<file path="config.mk">
export PLATFORM = sky130hd
export DESIGN_NAME = ise_intr_entry
export DESIGN_NICKNAME = d
export VERILOG_FILES = /design/src/rtl/ise_pkg.sv /design/src/rtl/ise_irq_bank.sv /design/src/rtl/ise_nmi_edge.sv /design/src/rtl/ise_entry_arbiter.sv /design/src/rtl/ise_entry_fsm.sv /design/src/rtl/ise_intr_entry.sv
export SDC_FILE = /design/constraint.sdc
export NUM_CORES = 1
export LEC_CHECK = 0
export BUFFER_PORTS_ARGS = -buffer_cell sky130_fd_sc_hd__buf_2
export CAP_MARGIN = 20
export CORE_ASPECT_RATIO = 1.1
export CORE_MARGIN = 10
export CORE_UTILIZATION = 48
export DETAILED_ROUTE_END_ITERATION = 6
export MAX_ROUTING_LAYER = met4
export PLACE_DENSITY = 0.77
export SLEW_MARGIN = 20
export SYNTH_ARGS = -nofsm -noshare
export SYNTH_HDL_FRONTEND = slang
export SYNTH_HIERARCHICAL = 1
export SYNTH_SLANG_ARGS = --single-unit
</file>
<file path="constraint.sdc">
create_clock -name clk -period 2.77 [get_ports clk]
set_input_delay 0 -clock clk [delete_from_list [all_inputs] [get_ports clk]]
set_output_delay 0 -clock clk [all_outputs]
set_load 0.02 [all_outputs]
</file>
<file path="src/rtl/ise_pkg.sv">
package ise_pkg;
  localparam int ADDR_W     = 16;
  localparam int DATA_W     = 8;
  localparam int FLAG_I     = 2;
  localparam int FLAG_BRK   = 4;
  localparam int FLAG_ONE   = 5;
  localparam logic [DATA_W-1:0] STACK_PAGE = 8'h01;

  typedef enum logic [1:0] {
    KIND_RESET = 2'd0,
    KIND_NMI   = 2'd1,
    KIND_IRQ   = 2'd2
  } entry_kind_e;

  typedef enum logic [2:0] {
    ST_IDLE  = 3'd0,
    ST_DUM1  = 3'd1,
    ST_DUM2  = 3'd2,
    ST_PSH_H = 3'd3,
    ST_PSH_L = 3'd4,
    ST_PSH_P = 3'd5,
    ST_VEC_L = 3'd6,
    ST_VEC_H = 3'd7
  } entry_state_e;

  function automatic logic [DATA_W-1:0] stacked_status(input logic [DATA_W-1:0] s);
    logic [DATA_W-1:0] r;
    r = s;
    r[FLAG_BRK] = 1'b0;
    r[FLAG_ONE] = 1'b1;
    return r;
  endfunction

  function automatic logic [DATA_W-1:0] entry_status(input logic [DATA_W-1:0] s,
                                                     input entry_kind_e k);
    logic [DATA_W-1:0] r;
    if (k == KIND_RESET) r = '0;
    else                 r = s;
    r[FLAG_I] = 1'b1;
    return r;
  endfunction

  function automatic logic [ADDR_W-1:0] vector_addr(input entry_kind_e k);
    case (k)
      KIND_RESET: return 16'hFFFC;
      KIND_NMI:   return 16'hFFFA;
      default:    return 16'hFFFE;
    endcase
  endfunction

  function automatic logic [ADDR_W-1:0] stack_addr(input logic [DATA_W-1:0] sp);
    return {STACK_PAGE, sp};
  endfunction
endpackage

</file>
<file path="src/rtl/ise_irq_bank.sv">
module ise_irq_bank #(
  parameter int SRC_N = 4
) (
  input  logic             clk,
  input  logic             rst_n,
  input  logic [SRC_N-1:0] set_i,
  input  logic [SRC_N-1:0] clr_i,
  output logic [SRC_N-1:0] pend_o,
  output logic             any_o
);
  for (genvar g = 0; g < SRC_N; g++) begin : g_src
    always_ff @(posedge clk or negedge rst_n) begin
      if (!rst_n)        pend_o[g] <= 1'b0;
      else if (set_i[g]) pend_o[g] <= 1'b1;
      else if (clr_i[g]) pend_o[g] <= 1'b0;
    end
  end

  assign any_o = |pend_o;
endmodule

</file>
<file path="src/rtl/ise_nmi_edge.sv">
module ise_nmi_edge (
  input  logic clk,
  input  logic rst_n,
  input  logic nmi_i,
  input  logic take_i,
  output logic rise_o,
  output logic pend_o
);
  logic nmi_q;

  assign rise_o = nmi_i & ~nmi_q;

  always_ff @(posedge clk or negedge rst_n) begin
    if (!rst_n) begin
      nmi_q  <= 1'b0;
      pend_o <= 1'b0;
    end else begin
      nmi_q  <= nmi_i;
      pend_o <= (pend_o & ~take_i) | rise_o;
    end
  end
endmodule

</file>
<file path="src/rtl/ise_entry_arbiter.sv">
module ise_entry_arbiter
  import ise_pkg::*;
(
  input  logic              clk,
  input  logic              rst_n,
  input  logic              boundary_i,
  input  logic              idle_i,
  input  logic              jammed_i,
  input  logic              nmi_pend_i,
  input  logic              irq_any_i,
  input  logic [DATA_W-1:0] status_i,
  output logic              take_nmi_o,
  output logic              take_irq_o,
  output logic              i_seen_o
);
  logic window;
  logic take_any;

  assign window     = boundary_i & idle_i & ~jammed_i;
  assign take_any   = window & (nmi_pend_i | (irq_any_i & ~i_seen_o));
  assign take_nmi_o = take_any & nmi_pend_i;
  assign take_irq_o = take_any & ~nmi_pend_i;

  always_ff @(posedge clk or negedge rst_n) begin
    if (!rst_n)                      i_seen_o <= 1'b1;
    else if (take_any)               i_seen_o <= 1'b1;
    else if (boundary_i && idle_i)   i_seen_o <= status_i[FLAG_I];
  end
endmodule

</file>
<file path="src/rtl/ise_entry_fsm.sv">
module ise_entry_fsm
  import ise_pkg::*;
(
  input  logic              clk,
  input  logic              rst_n,
  input  logic              take_nmi_i,
  input  logic              take_irq_i,
  input  logic [ADDR_W-1:0] pc_i,
  input  logic [DATA_W-1:0] sp_i,
  input  logic [DATA_W-1:0] status_i,
  input  logic [DATA_W-1:0] mem_rdata_i,
  output logic [ADDR_W-1:0] mem_addr_o,
  output logic              mem_rd_o,
  output logic              mem_wr_o,
  output logic [DATA_W-1:0] mem_wdata_o,
  output logic              idle_o,
  output logic              push_stat_o,
  output logic              pc_load_o,
  output logic [ADDR_W-1:0] pc_o,
  output logic              status_load_o,
  output logic [DATA_W-1:0] status_o,
  output logic              sp_load_o,
  output logic [DATA_W-1:0] sp_o,
  output logic              jam_clear_o
);
  entry_state_e      state_q;
  entry_kind_e       kind_q;
  logic [ADDR_W-1:0] pc_q;
  logic [DATA_W-1:0] sp_q;
  logic [DATA_W-1:0] stat_q;
  logic [DATA_W-1:0] vlo_q;
  logic              pushing;

  assign pushing = (state_q == ST_PSH_H) || (state_q == ST_PSH_L) || (state_q == ST_PSH_P);

  always_ff @(posedge clk or negedge rst_n) begin
    if (!rst_n) begin
      state_q <= ST_VEC_L;
      kind_q  <= KIND_RESET;
      pc_q    <= '0;
      sp_q    <= '0;
      stat_q  <= '0;
      vlo_q   <= '0;
    end else begin
      case (state_q)
        ST_IDLE: begin
          if (take_nmi_i || take_irq_i) begin
            state_q <= ST_DUM1;
            kind_q  <= take_nmi_i ? KIND_NMI : KIND_IRQ;
            pc_q    <= pc_i;
            sp_q    <= sp_i;
            stat_q  <= status_i;
          end
        end
        ST_DUM1:  state_q <= ST_DUM2;
        ST_DUM2:  state_q <= ST_PSH_H;
        ST_PSH_H: state_q <= ST_PSH_L;
        ST_PSH_L: state_q <= ST_PSH_P;
        ST_PSH_P: state_q <= ST_VEC_L;
        ST_VEC_L: begin
          vlo_q   <= mem_rdata_i;
          state_q <= ST_VEC_H;
        end
        default:  state_q <= ST_IDLE;
      endcase
      if (pushing) sp_q <= sp_q - 1'b1;
    end
  end

  always_comb begin
    mem_addr_o    = '0;
    mem_rd_o      = 1'b0;
    mem_wr_o      = 1'b0;
    mem_wdata_o   = '0;
    pc_load_o     = 1'b0;
    pc_o          = '0;
    status_load_o = 1'b0;
    status_o      = '0;
    sp_load_o     = 1'b0;
    sp_o          = '0;
    jam_clear_o   = 1'b0;
    case (state_q)
      ST_PSH_H: begin
        mem_addr_o  = stack_addr(sp_q);
        mem_wr_o    = 1'b1;
        mem_wdata_o = pc_q[ADDR_W-1:DATA_W];
      end
      ST_PSH_L: begin
        mem_addr_o  = stack_addr(sp_q);
        mem_wr_o    = 1'b1;
        mem_wdata_o = pc_q[DATA_W-1:0];
      end
      ST_PSH_P: begin
        mem_addr_o  = stack_addr(sp_q);
        mem_wr_o    = 1'b1;
        mem_wdata_o = stacked_status(stat_q);
      end
      ST_VEC_L: begin
        mem_addr_o = vector_addr(kind_q);
        mem_rd_o   = 1'b1;
      end
      ST_VEC_H: begin
        mem_addr_o    = vector_addr(kind_q) | 16'h0001;
        mem_rd_o      = 1'b1;
        pc_load_o     = 1'b1;
        pc_o          = {mem_rdata_i, vlo_q};
        status_load_o = 1'b1;
        status_o      = entry_status(stat_q, kind_q);
        sp_load_o     = (kind_q != KIND_RESET);
        sp_o          = sp_q;
        jam_clear_o   = (kind_q == KIND_RESET);
      end
      default: ;
    endcase
  end

  assign idle_o      = (state_q == ST_IDLE);
  assign push_stat_o = (state_q == ST_PSH_P);
endmodule

</file>
<file path="src/rtl/ise_intr_entry.sv">
module ise_intr_entry
  import ise_pkg::*;
#(
  parameter int SRC_N = 4
) (
  input  logic              clk,
  input  logic              rst_n,
  input  logic              boundary_i,
  input  logic              jammed_i,
  input  logic [DATA_W-1:0] status_i,
  input  logic [ADDR_W-1:0] pc_i,
  input  logic [DATA_W-1:0] sp_i,
  input  logic              nmi_i,
  input  logic [SRC_N-1:0]  irq_set_i,
  input  logic [SRC_N-1:0]  irq_clr_i,
  input  logic [DATA_W-1:0] mem_rdata_i,
  output logic [ADDR_W-1:0] mem_addr_o,
  output logic              mem_rd_o,
  output logic              mem_wr_o,
  output logic [DATA_W-1:0] mem_wdata_o,
  output logic              busy_o,
  output logic              pc_load_o,
  output logic [ADDR_W-1:0] pc_o,
  output logic              status_load_o,
  output logic [DATA_W-1:0] status_o,
  output logic              sp_load_o,
  output logic [DATA_W-1:0] sp_o,
  output logic              jam_clear_o,
  output logic              nmi_pend_o,
  output logic              irq_req_o
);
  logic [SRC_N-1:0] irq_bits_w;
  logic             nmi_rise_w;
  logic             take_nmi_w;
  logic             take_irq_w;
  logic             i_seen_w;
  logic             fsm_idle_w;
  logic             push_stat_w;

  ise_irq_bank #(.SRC_N(SRC_N)) u_bank (
    .clk    (clk),
    .rst_n  (rst_n),
    .set_i  (irq_set_i),
    .clr_i  (irq_clr_i),
    .pend_o (irq_bits_w),
    .any_o  (irq_req_o)
  );

  ise_nmi_edge u_nmi (
    .clk    (clk),
    .rst_n  (rst_n),
    .nmi_i  (nmi_i),
    .take_i (take_nmi_w),
    .rise_o (nmi_rise_w),
    .pend_o (nmi_pend_o)
  );

  ise_entry_arbiter u_arb (
    .clk        (clk),
    .rst_n      (rst_n),
    .boundary_i (boundary_i),
    .idle_i     (fsm_idle_w),
    .jammed_i   (jammed_i),
    .nmi_pend_i (nmi_pend_o),
    .irq_any_i  (irq_req_o),
    .status_i   (status_i),
    .take_nmi_o (take_nmi_w),
    .take_irq_o (take_irq_w),
    .i_seen_o   (i_seen_w)
  );

  ise_entry_fsm u_fsm (
    .clk           (clk),
    .rst_n         (rst_n),
    .take_nmi_i    (take_nmi_w),
    .take_irq_i    (take_irq_w),
    .pc_i          (pc_i),
    .sp_i          (sp_i),
    .status_i      (status_i),
    .mem_rdata_i   (mem_rdata_i),
    .mem_addr_o    (mem_addr_o),
    .mem_rd_o      (mem_rd_o),
    .mem_wr_o      (mem_wr_o),
    .mem_wdata_o   (mem_wdata_o),
    .idle_o        (fsm_idle_w),
    .push_stat_o   (push_stat_w),
    .pc_load_o     (pc_load_o),
    .pc_o          (pc_o),
    .status_load_o (status_load_o),
    .status_o      (status_o),
    .sp_load_o     (sp_load_o),
    .sp_o          (sp_o),
    .jam_clear_o   (jam_clear_o)
  );

  assign busy_o = ~fsm_idle_w | take_nmi_w | take_irq_w;
endmodule

</file>
## Word level (Yosys, flattened, before mapping)

Index checks and enable logic that the tools add are counted.

- Logic and storage cells: 88
- Register bits after elaboration: 52
- Output and inout bits: 65
- Input bits: 53

- Mux-type cells: 28
- Eq/ne operators: 9
- Add/subtract/negate cells: 1
- Bitwise logic cells: 18
- Reductions and logical operators: 19

Operators with widths:

| kind | count |
|---|---|
| $mux 8 | 6 |
| $pmux 16 s3 | 1 |
| $pmux 8 s3 | 1 |
| $pmux 3 s7 | 1 |
| $mux 16 | 1 |
| $reduce_bool 2->1 | 8 |
| $mux 1 | 15 |
| $eq 3x3->1 const B | 4 |
| $and 1x1->1 | 8 |
| $sub 8x1->8 const B | 1 |
| $eq 3x2->1 const B | 2 |
| $not 1->1 | 6 |
| $pmux 3 s2 | 1 |
| $or 1x1->1 | 4 |
| $reduce_and 2->1 | 2 |
| $reduce_or 4->1 | 1 |
| $eq 3x1->1 const B | 1 |
| $logic_not 3->1 | 1 |
| $logic_or 1x1->1 | 3 |
| $mux 3 | 1 |
| $reduce_or 3->1 | 1 |
| $eq 2x1->1 const B | 1 |
| $logic_not 2->1 | 1 |
| $mux 2 | 1 |
| other kinds (3) | 3 |

## Logic depth before layout (Yosys ltp)

Gate-level depths: netlist of the first run.

- Depth in word-level cells: 9
- Gate-level depth with buffers: 11

## Modules after synthesis

Netlist of the first run, hierarchy kept.

By module, submodules not included:

| module | area each (µm²) | sequential area each (µm²) | instances | cells each |
|---|---|---|---|---|
| ise_entry_fsm | 2446.1 | 1128.6 | 1 | 279 |
| ise_irq_bank | 153.9 | 100.1 | 1 | 13 |
| ise_entry_arbiter | 83.8 | 26.3 | 1 | 9 |
| ise_nmi_edge | 75.1 | 50.0 | 1 | 5 |
| ise_intr_entry | 8.8 | 0.0 | 1 | 1 |

## Worst setup path after synthesis of the first run

No wires, ideal clock.

- Path kind: register to register
- Start: register u_fsm.state_q[1]
- End: register u_fsm.sp_q[5]
- Clock period less this slack: 2.260 ns
- Required time: 2.703 ns
- Buffers on the path: 1
- Data arrival time: 2.193 ns
- Path slack: 0.510 ns
- Cell stages (with the launch flop): 10
- Library setup time: 0.067 ns
- Cells stage by stage: dfstp_2 > buf_6 > or3_4 > inv_2 > nand2_1 > nor4_1 > nor2_1 > o211ai_4 > a21boi_1 > o221a_1

- Cells in the longest elaborated chain, start to end: 8

Ends and longest elaborated chain:

| element | RTL line | RTL |
|---|---|---|
| start: declaration | ise_entry_fsm.sv:26 | `entry_state_e state_q;` |
| start signal: assignment | ise_entry_fsm.sv:38 | `state_q <= ST_VEC_L;` |
| start signal: assignment | ise_entry_fsm.sv:48 | `state_q <= ST_DUM1;` |
| start signal: assignment | ise_entry_fsm.sv:55 | `ST_DUM1: state_q <= ST_DUM2;` |
| $logic_not 3->1 | ise_entry_fsm.sv:117 | `assign idle_o = (state_q == ST_IDLE);` |
| via fsm_idle_w | ise_intr_entry.sv:37 | `logic fsm_idle_w;` |
| $and 1x1->1 (2 in series) | ise_entry_arbiter.sv:19 | `assign window = boundary_i & idle_i & ~jammed_i;` |
| $and 1x1->1 | ise_entry_arbiter.sv:20 | `assign take_any = window & (nmi_pend_i \| (irq_any_i & ~i_seen_o));` |
| $and 1x1->1 | ise_entry_arbiter.sv:22 | `assign take_irq_o = take_any & ~nmi_pend_i;` |
| via take_irq_w | ise_intr_entry.sv:35 | `logic take_irq_w;` |
| $logic_or 1x1->1 | ise_entry_fsm.sv:47 | `if (take_nmi_i \|\| take_irq_i) begin` |
| $reduce_bool 2->1 (no source line) | n/a |  |
| $reduce_and 2->1 (no source line) | n/a |  |
| end signal: assignment | ise_entry_fsm.sv:51 | `sp_q <= sp_i;` |
| end signal: assignment | ise_entry_fsm.sv:66 | `if (pushing) sp_q <= sp_q - 1'b1;` |
| end: declaration | ise_entry_fsm.sv:29 | `logic [DATA_W-1:0] sp_q;` |

The timed path passes the listed nets, and every way through them passes these cells.
A chain may end at the register's enable or synchronous reset.

## Final worst setup path of the first run

- Start: register u_fsm.state_q[1]
- End: register u_fsm.stat_q[1]

- Cells in the longest elaborated chain, start to end: 7

Ends and longest elaborated chain:

| element | RTL line | RTL |
|---|---|---|
| $logic_not 3->1 | ise_entry_fsm.sv:117 |  |
| via fsm_idle_w | ise_intr_entry.sv:37 |  |
| $and 1x1->1 (2 in series) | ise_entry_arbiter.sv:19 |  |
| $and 1x1->1 | ise_entry_arbiter.sv:20 |  |
| $and 1x1->1 | ise_entry_arbiter.sv:22 |  |
| via take_irq_w | ise_intr_entry.sv:35 |  |
| $logic_or 1x1->1 | ise_entry_fsm.sv:47 |  |
| $reduce_and 2->1 (no source line) | n/a |  |
| end signal: assignment | ise_entry_fsm.sv:52 | `stat_q <= status_i;` |
| end: declaration | ise_entry_fsm.sv:30 | `logic [DATA_W-1:0] stat_q;` |

The timed path passes the listed nets, and every way through them passes these cells.

==> impl_results.md, run 1 <==
* H-tree depth at 2
* Total global-route track usage at 18.5%
* Wire per inst at 15.7 µm
* Post-DP HPWL at approximately 5.6 mm
* Startpoint Class: register
* # IOs at 118
* Die Ht at 99.6 µm
* Layout Cells excl Fill at 541
* Antenna viol nets, final at 0
* Fmax at just over 400 MHz
* GRT overflow at 0
* Hold crit path type: input port to register
* RSZ-0062 raised after global routing: no
* Peak VDD IR at 0.443 mV
* Max_cap viols at 0
* Mapped Cells at ~300
* Row count at 28
* CTS Buffer Depth at 2
* Rel. slew slack at between 50 and 60%
* Finished Cell Area at 0.00394 mm²
* Vias per inst at between 5 and 6
* Setup tns final at 0 ns
* Via count at 2720
* DP Worst Slack at roughly 0.25 ns
* Critical path class: register to register
* Syn Area/Cell at 9.03 µm²
* CTS Buf Count at 5
* Filler cell count at between 400 and 500
* TritonRoute pass-1 iters at 4
* Die ar. at 0.00920 mm²
* Top cell by count, worst path: nand2_1
* Nets at 518
* Final slew viol count at 0
* Sink Count at 52
* Power per Cell Area at about 940 mW/mm²
* 1st-iter DRT viols at ~110
* Status: finished, final reports clean
* Mapped Nets at 360
* Die W at slightly above 90 µm
* Cell Chain, Critical Path: or3_4 > inv_2 > nand2_1 > nor4_2 > nor2_1 > nor2_2 > buf_4 > nand2_1 > nand2_1
* Clock transition at path regs at 0.09 ns
* Initial core utilization at 50.3%
* Largest net degree at the start of global routing at 32
* Setup Viol. Count Final at 0
* Fin crit period at approximately 2.4 ns
* Ys Warns at 6
* Clk Latency, worst-skew pair at 0.31 ns
* Actual slew at the worst max-slew pin at 0.681 ns
* Placed cells at 482
* CP Capture Type: register
* Final wirelength at 8.48 mm
* First-pass GRT wire length at 13.7 mm
* Setup ws final at approximately 0.33 ns
* Vias in the first global route at between 2000 and 3000
* Worst Path Arrival at about 2.7 ns
* DRC at 0
* Clock root buffer master: clkbuf_8
* Layout cells sized above 1 at between 30 and 40%
* Initial antenna violation count at 1
* CP max-delay cell: or3_4
* Fin crit share at 88.2%
* Skew final at 0.00444 ns
* Critical path data required time at between 3 and 4 ns
* Synthesis-to-finish area growth at 42.6%
* Largest fanout on the critical path at 24
* RD Place Congestion at 0.881
* Hold Violations, Final at 0
* P_leak at roughly 2.1 nW
* Port Buffers at around 120
* Syn Std Cell Area at between 0.002 and 0.003 mm²
* Worst path max stage delay at 0.43 ns
* CTS tree: yes
* Placeable Area at 0.00550 mm²
* Placed cell areas at 0.00334 mm²
repair_timing:
action / CTS / global route
endpoints found under the hold margin: 73 / 0
setup buffers: 0 / 0
hold buffers: 50 / 0
resized for setup: 0 / 1
setup endpoints to repair: 0 / 1
final timing paths:
check	depth (start not counted)	end	slack, ns	start
max reg2reg	9	u_fsm/stat_q[1]	0.33	u_fsm/state_q[1]
min in group asynchronous	2	u_fsm/sp_q[0]	0.26	rst_n
max in group asynchronous	3	u_fsm/pc_q[7]	1.76	rst_n
min reg2reg	2	u_fsm/pc_q[1]	0.48	u_fsm/pc_q[1]
min	3	u_arb/i_seen_o	0.07	jammed_i
max	9	u_fsm/stat_q[1]	0.33	u_fsm/state_q[1]
power breakdown:
| part | leakage, nW | internal, mW | switching, mW |
|---|---|---|---|
| clock | 0.0445 | 0.203 | 0.247 |
| sequential | 0.619 | 1.07 | 0.229 |
| combinational | 1.42 | 0.758 | 1.18 |
registers in the layout, indices dropped and copies added (netlist names):
name and flops:
u_arb/i_seen_o 1, u_bank/pend_o 4, u_fsm/kind_q 2, u_fsm/pc_q 16
u_fsm/sp_q 8, u_fsm/stat_q 8, u_fsm/state_q 3, u_fsm/vlo_q 8
u_nmi/nmi_q 1, u_nmi/pend_o 1
final cells by class:
cell class / count / area [µm²] / share of cell area, %
antenna: 1 / 2.50 / 0.0635
clock inverter: 1 / 7.51 / 0.190
tap: 75 / 93.8 / 2.38
clock buffer: 7 / 86.3 / 2.19
sequential: 52 / 1310 / 33.1
timing repair buffer: 172 / 1120 / 28.5
multi-input combinational: 218 / 1270 / 32.1
inverter: 15 / 56.3 / 1.43
cells in the final DEF (no fill, tap or decap), drive strengths merged, types with 2 or more instances in the layout:
cell	n
a21oi	5
nand4	2
o211ai	2
dfrtp	49
o221a	4
dlygate4sd3	50
mux2	8
dfstp	3
o21ai	10
mux2i	6
a21o	5
nand3	4
nor4	3
nand2	95
nor3	3
inv	13
nor2	12
a21boi	2
clkinv	2
clkbuf	7
o21a	6
nand2b	4
and2	29
a311oi	2
buf	122
critical path: cells and delay by family (launching register included):
| kind | cells | cell delay [ns] |
|---|---|---|
| buf+inv | 2 | 0.43 |
| simple gates | 7 | 1.53 |
| flops | 1 | 0.42 |
metal layers:
layer  up-vias  global-route usage (%)  share of wire, %
li1       1317                       -                 -
met1      1304                    20.3                41
met2        87                    31.7                51
met3        12                    4.66               6.6
met4         0                    6.53               2.2
met5         -                       -                 0
metrics by stage:
| step | utilization, % | hold slack [ns] | power, mW |
|---|---|---|---|
| detailed placement | 60.7 | 0.0795 | 3.19 |
| global route | 71.7 | 0.0714 | 3.96 |
| floorplan | - | -0.296 | 2.66 |
| CTS | 71.5 | 0.0571 | 3.70 |
| global placement | 60.7 | 0.0732 | 3.14 |
| finish | 71.7 | 0.0697 | 3.69 |
Note: power is estimated with default switching activity, not from simulation.
==> run 2, diff against run 1 <==
- HOLD_SLACK_MARGIN: default -> 0.08
==> run 2 against run 1 <==
Against the previous run:
- via count is essentially flat
- sequential power barely moved
- critical endpoint is now u_fsm/pc_q[0]
- sequential share of layout area is 0.17 points lower
- largest power group unchanged
- design area increased by 0.51%
- total power grew 0.30%
- register-to-register slack better by 0.03 ns
- largest cell class unchanged
- clock power hardly changed
- routed wire length hardly changed
- sequential cell count did not move
- critical path depth did not move
- global-route usage rose by 0.11 points
==> impl_results.md, run 2 (same netlist as run 1, synthesis figures left out) <==
* Vias per inst at between 5 and 6
* Gr busiest metal: met2
* Status: finished, final reports clean
* Fin crit period at 2.42 ns
* FF+latch area at 0.00131 mm²
* Setup ws final at 0.352 ns
* Layout Cells excl Fill at 543
* Sink Count at 52
* TritonRoute pass-1 iters at 4
* Setup Fix Bufs, Post-CTS at 0
* Clock transition at path regs at roughly 0.090 ns
* Layout cells sized above 1 at 33.2%
* RD Place Congestion at 0.881
* Skew final at about 0.0029 ns
* RSZ-0062 raised after global routing: no
* 1st-iter DRT viols at 124
* Power per Cell Area at roughly 930 mW/mm²
* Fmax at 414 MHz
* Critical path data required time at 3.02 ns
* Top reg by flops: u_fsm/pc_q
* Fin crit share at around 87%
* Final wirelength at 8.49 mm
* Die ar. at 0.00920 mm²
* CTS tree: yes
* Final slew viol count at 0
* Worst Path Arrival at 2.67 ns
* Largest net degree at the start of global routing at 32
* Placeable Area at 0.00550 mm²
* Placed cells at 482
* Commonest non-fill, non-tap cell in the layout: buf_2
* First-pass GRT wire length at 13.7 mm
* Die Ht at 99.6 µm
* CTS Buffer Depth at 2
* Largest fanout on the critical path at 24
* Commonest non-fill, non-tap cells in the layout: buf_2 (117), nand2_1 (95), dlygate4sd3_1 (52)
* Post-DP HPWL at roughly 5.6 mm
* Cell Chain, Critical Path: or3_4 > inv_2 > nand2_1 > nor4_2 > nor2_1 > nor2_2 > buf_4 > nand2_1 > nand2_1
* Met2 Usage GRT at 32.0%
* H-tree depth at 2
* DP Worst Slack at 0.253 ns
* Nets at between 500 and 600
* Hold crit path type: input port to async pin
* Pwr Total at ~3.7 mW
* RR Endpoint: u_fsm/pc_q[0]
* Finished Cell Area at 0.00396 mm²
* Via count at 2718
* Actual slew at the worst max-slew pin at 0.694 ns
* R2R setup slack at approximately 0.35 ns
* Clock root buffer master: clkbuf_8
* Peak VDD IR at 0.443 mV
* Total global-route track usage at 18.6%
* Hold Violations, Final at 0
* Wire per inst at 15.6 µm
* R2R depth at 9
* Vias in the first global route at 2890
* P_leak at 2.10 nW
* Filler cell count at about 440
* DRC at 0
* CP Capture Type: register
* Setup tns final at 0 ns
* CTS Buf Count at 5
* # IOs at 118
* Met3 Use GR at 4.66%
* Row count at 28
* GRT overflow at 0
* Area of the multi-input gates at 0.00127 mm²
* Initial antenna violation count at 1
* CP max-delay cell: or3_4
* Critical path class: register to register
* Startpoint Class: register
* Max reg flops at 16
* Port Buffers at ~120
* Placed cell areas at 0.00334 mm²
* Initial core utilization at 50.3%
* Synthesis-to-finish area growth at 43.4%
* Rel. slew slack at 53.5%
* Worst path max stage delay at 0.43 ns
* Die W at 92.4 µm
* Max_cap viols at 0
* Worst R2R Start: u_fsm/state_q[1]
* Setup Viol. Count Final at 0
* Clk Latency, worst-skew pair at 0.30 ns
* Top cell by count, worst path: nand2_1
* M1 GR Usage at 20.3%
* Antenna viol nets, final at 0
[run 2: worst max path at each step]
stage	startpoint	endpoint	slack, ns	depth (start not counted)
4_1_cts	u_fsm/state_q[1]	u_fsm/stat_q[2]	0.25	9
3_5_place_dp	u_fsm/state_q[1]	u_fsm/stat_q[2]	0.25	9
5_1_grt	u_fsm/state_q[1]	u_fsm/pc_q[5]	0.18	9
6_report	u_fsm/state_q[1]	u_fsm/pc_q[0]	0.35	9
2_1_floorplan	u_fsm/state_q[1]	u_fsm/sp_q[5]	0.51	9
3_3_place_gp	u_fsm/state_q[1]	u_fsm/stat_q[4]	0.38	9
[run 2: area by class of cell]
type | count | area share [%]
Sequential cell | 52 | 32.9
Multi-Input combinational cell | 218 | 32.0
Timing Repair Buffer | 174 | 28.9
Tap cell | 75 | 2.37
Clock buffer | 7 | 2.18
Inverter | 15 | 1.42
Clock inverter | 1 | 0.189
Antenna cell | 1 | 0.0632
[run 2: what timing repair did]
action / CTS / global route
hold endpoints to repair: 74 / 0
hold buffers: 52 / 0
setup endpoints to repair: 0 / 1
gates resized for setup: 0 / 1
[run 2: layer usage]
layer,share of wire (%),vias to the layer above
met2,50,89
met5,0,-
met4,2.2,0
met1,41,1299
li1,-,1319
met3,6.9,11
[run 2: per-stage QoR]
stage / util, % / hold slack [ns]
floorplan: - / -0.296
global placement: 60.7 / 0.0732
detailed placement: 60.7 / 0.0795
CTS: 71.9 / 0.239
global route: 72.0 / 0.341
finish: 72.0 / 0.261
[run 2: power by group]
group	switching (mW)	leakage (nW)	internal, mW	total (mW)
combinational	1.18	1.43	0.768	1.95
sequential	0.228	0.619	1.07	1.30
clock	0.247	0.0445	0.203	0.450
[run 2: critical path, delay by kind of cell, from the launching register on]
family	cells	cell delay [ns]
buffers and inverters	2	0.42
and+or+nand+nor	7	1.52
DFF	1	0.42
==> run 3, diff against run 2 <==
- CORE_MARGIN: 10 -> default
==> run 3 against run 2 <==
Against the previous run:
- design area increased by 0.16%
- total power increased by 1.5%
- clock skew grew 0.0071 ns
- non-clock buffer count is 2 lower
- largest cell class unchanged
- sequential share of layout area decreased by 0.052 points
- utilization is 0.58 points higher
- critical path depth unchanged
- sequential power hardly changed
- first-iteration DRC count is 17% lower
- worst setup slack worse by 0.16 ns
- routed wire length is 15% lower
- critical path type unchanged
- sequential cell count did not move
==> impl_results.md, run 3 (same netlist as run 1, synthesis figures left out) <==
* Setup Viol. Count Final at 0
* NetSw at 1.63 mW
* Die Ht at 81.6 µm
* CTS Buffer Depth at 2
* Largest fanout on the critical path at 26
* 1st-iter DRT viols at 103
* Max_cap viols at 0
* Power per Cell Area at 947 mW/mm²
* DRC at 0
* Hold Path Cell Cnt at 3
* Cell Chain, Critical Path: or3_4 > inv_2 > nand2_1 > nor4_1 > nor2_1 > nor2_2 > buf_4 > nor2_1 > a21oi_1
* Clock root buffer master: clkbuf_8
* CP top delay family: simple AND/OR/NAND/NOR gates
* CP Capture Type: register
* Clock transition at path regs at 0.10 ns
* Post-DP HPWL at 4.60 mm
* Worst Path Arrival at 2.81 ns
* # IOs at 118
* Initial core utilization at 50.6%
* Vias per inst at 4.98
* Clock share of power at around 14%
* Die ar. at between 0.006 and 0.007 mm²
* R2R setup slack at 0.19 ns
* Setup Fix Bufs, Post-CTS at 0
* Worst path max stage delay at 0.50 ns
* RSZ-0062 raised after global routing: no
* Diode count at 0
* Layout cells sized above 1 at 33.3%
* Total global-route track usage at 25.4%
* Peak VDD IR at 0.514 mV
* Top reg by flops: u_fsm/pc_q
* Hold Violations, Final at 0
* Hold path startpoint: boundary_i
* Antenna viol nets, final at 0
* Largest net degree at the start of global routing at 34
* P_leak at 2.11 nW
* Final wirelength at about 7.2 mm
* Fin crit period at approximately 2.6 ns
* Critical path class: register to register
* Skew final at 0.0101 ns
* Wire per inst at between 10 and 15 µm
* H-tree depth at 2
* Initial antenna violation count at 0
* Top cell by count, worst path: nor2_1
* TritonRoute pass-1 iters at 4
* RD Place Congestion at 0.835
* Placeable Area at 0.00547 mm²
* Final slew viol count at 0
* Logic pwr share at 50.9%
* Rel. slew slack at 52.2%
* Actual slew at the worst max-slew pin at ~0.72 ns
* CTS tree: yes
* Status: finished, final reports clean
* R2R depth at 9
* Hold crit path type: input port to register
* Critical path data required time at 3.00 ns
* Sequential share of power at 34.6%
* Commonest non-fill, non-tap cells in the layout: buf_2 (117), nand2_1 (95), dlygate4sd3_1 (51)
* First-pass GRT wire length at 11.4 mm
* Pwr Total at 3.76 mW
* Via count at about 2700
* Row count at 28
* Max reg flops at 16
* Buf+Inv Stages, Crit Path at 2
* Vias in the first global route at between 2000 and 2500
* Commonest non-fill, non-tap cell in the layout: buf_2
* CTS Buf Count at 5
* Synthesis-to-finish area growth at 43.6%
* Nets at between 500 and 600
* Startpoint Class: register
* Fin crit share at 93.1%
* Switching share of power at a little over two fifths
* Worst R2R Start: u_fsm/state_q[1]
* Post-layout util at 72.6%
* Sink Count at 52
* Int Pwr at around 2.1 mW
* RR Endpoint: u_fsm/kind_q[1]
* Setup tns final at 0 ns
* Final hold slack at around 0.13 ns
* GRT overflow at 0
* Hold Path Sink: u_arb/i_seen_o
* Die W at 74.4 µm
* Clk Latency, worst-skew pair at 0.30 ns
* CP max-delay cell: nor4_1
* Port Buffers at 117
* Fmax at 388 MHz
run 3: power by group through the flow:
| stage | registers (mW) | clock network, mW | logic (mW) |
|---|---|---|---|
| 6_report | 1.30 | 0.546 | 1.91 |
| 5_1_grt | 1.35 | 0.595 | 2.10 |
| 4_1_cts | 1.30 | 0.565 | 1.91 |
| 3_5_place_dp | 1.31 | 0 | 1.85 |
| 3_3_place_gp | 1.29 | 0 | 1.81 |
| 2_1_floorplan | 1.23 | 0 | 1.43 |
run 3: layer usage:
layer / global-route usage [%] / up-vias / part of all wire [%]
li1: - / 1314 / -
met1: 31.0 / 1266 / 42
met2: 44.8 / 105 / 52
met3: 4.29 / 4 / 5.9
met4: 3.96 / 0 / 0.29
met5: - / - / 0
run 3: worst register-to-register path, stage by stage (launching register included):
cell     delay [ns]
dfstp_2        0.42
or3_4          0.43
inv_2          0.11
nand2_1        0.11
nor4_1         0.50
nor2_1         0.22
nor2_2         0.20
buf_4          0.31
nor2_1         0.08
a21oi_1        0.11
run 3: worst max path at each step:
stage / startpoint / to / slack [ns] / cells past startpoint
5_1_grt: u_fsm/state_q[1] / u_fsm/kind_q[1] / 0.002 / 9
2_1_floorplan: u_fsm/state_q[1] / u_fsm/sp_q[5] / 0.51 / 9
3_5_place_dp: u_fsm/state_q[1] / u_fsm/kind_q[1] / 0.23 / 9
4_1_cts: u_fsm/state_q[1] / u_fsm/kind_q[1] / 0.20 / 9
6_report: u_fsm/state_q[1] / u_fsm/kind_q[1] / 0.19 / 9
3_3_place_gp: u_fsm/state_q[1] / u_fsm/kind_q[1] / 0.38 / 8
run 3: timing repair:
action                                  CTS  global route
hold buffers                             51             0
endpoints found under the hold margin    77             0
endpoints found under the setup margin    0             3
resized for setup                         0             1
run 3: layout make-up:
| cell class | instances | area, µm² |
|---|---|---|
| Fill cell | 419 | 1500 |
| Sequential cell | 52 | 1310 |
| Multi-Input combinational cell | 218 | 1270 |
| Timing Repair Buffer | 172 | 1130 |
| Tap cell | 75 | 93.8 |
| Clock buffer | 6 | 82.6 |
| Inverter | 15 | 56.3 |
| Clock inverter | 2 | 38.8 |
run 3: per-stage QoR:
stage	instance area [µm²]	cells	worst slack [ns]
after CTS	3960	540	0.201
after floorplan	2760	306	0.510
after global placement	3330	481	0.382
after detailed placement	3330	481	0.234
final	3970	540	0.191
after global routing	3970	540	0.00215
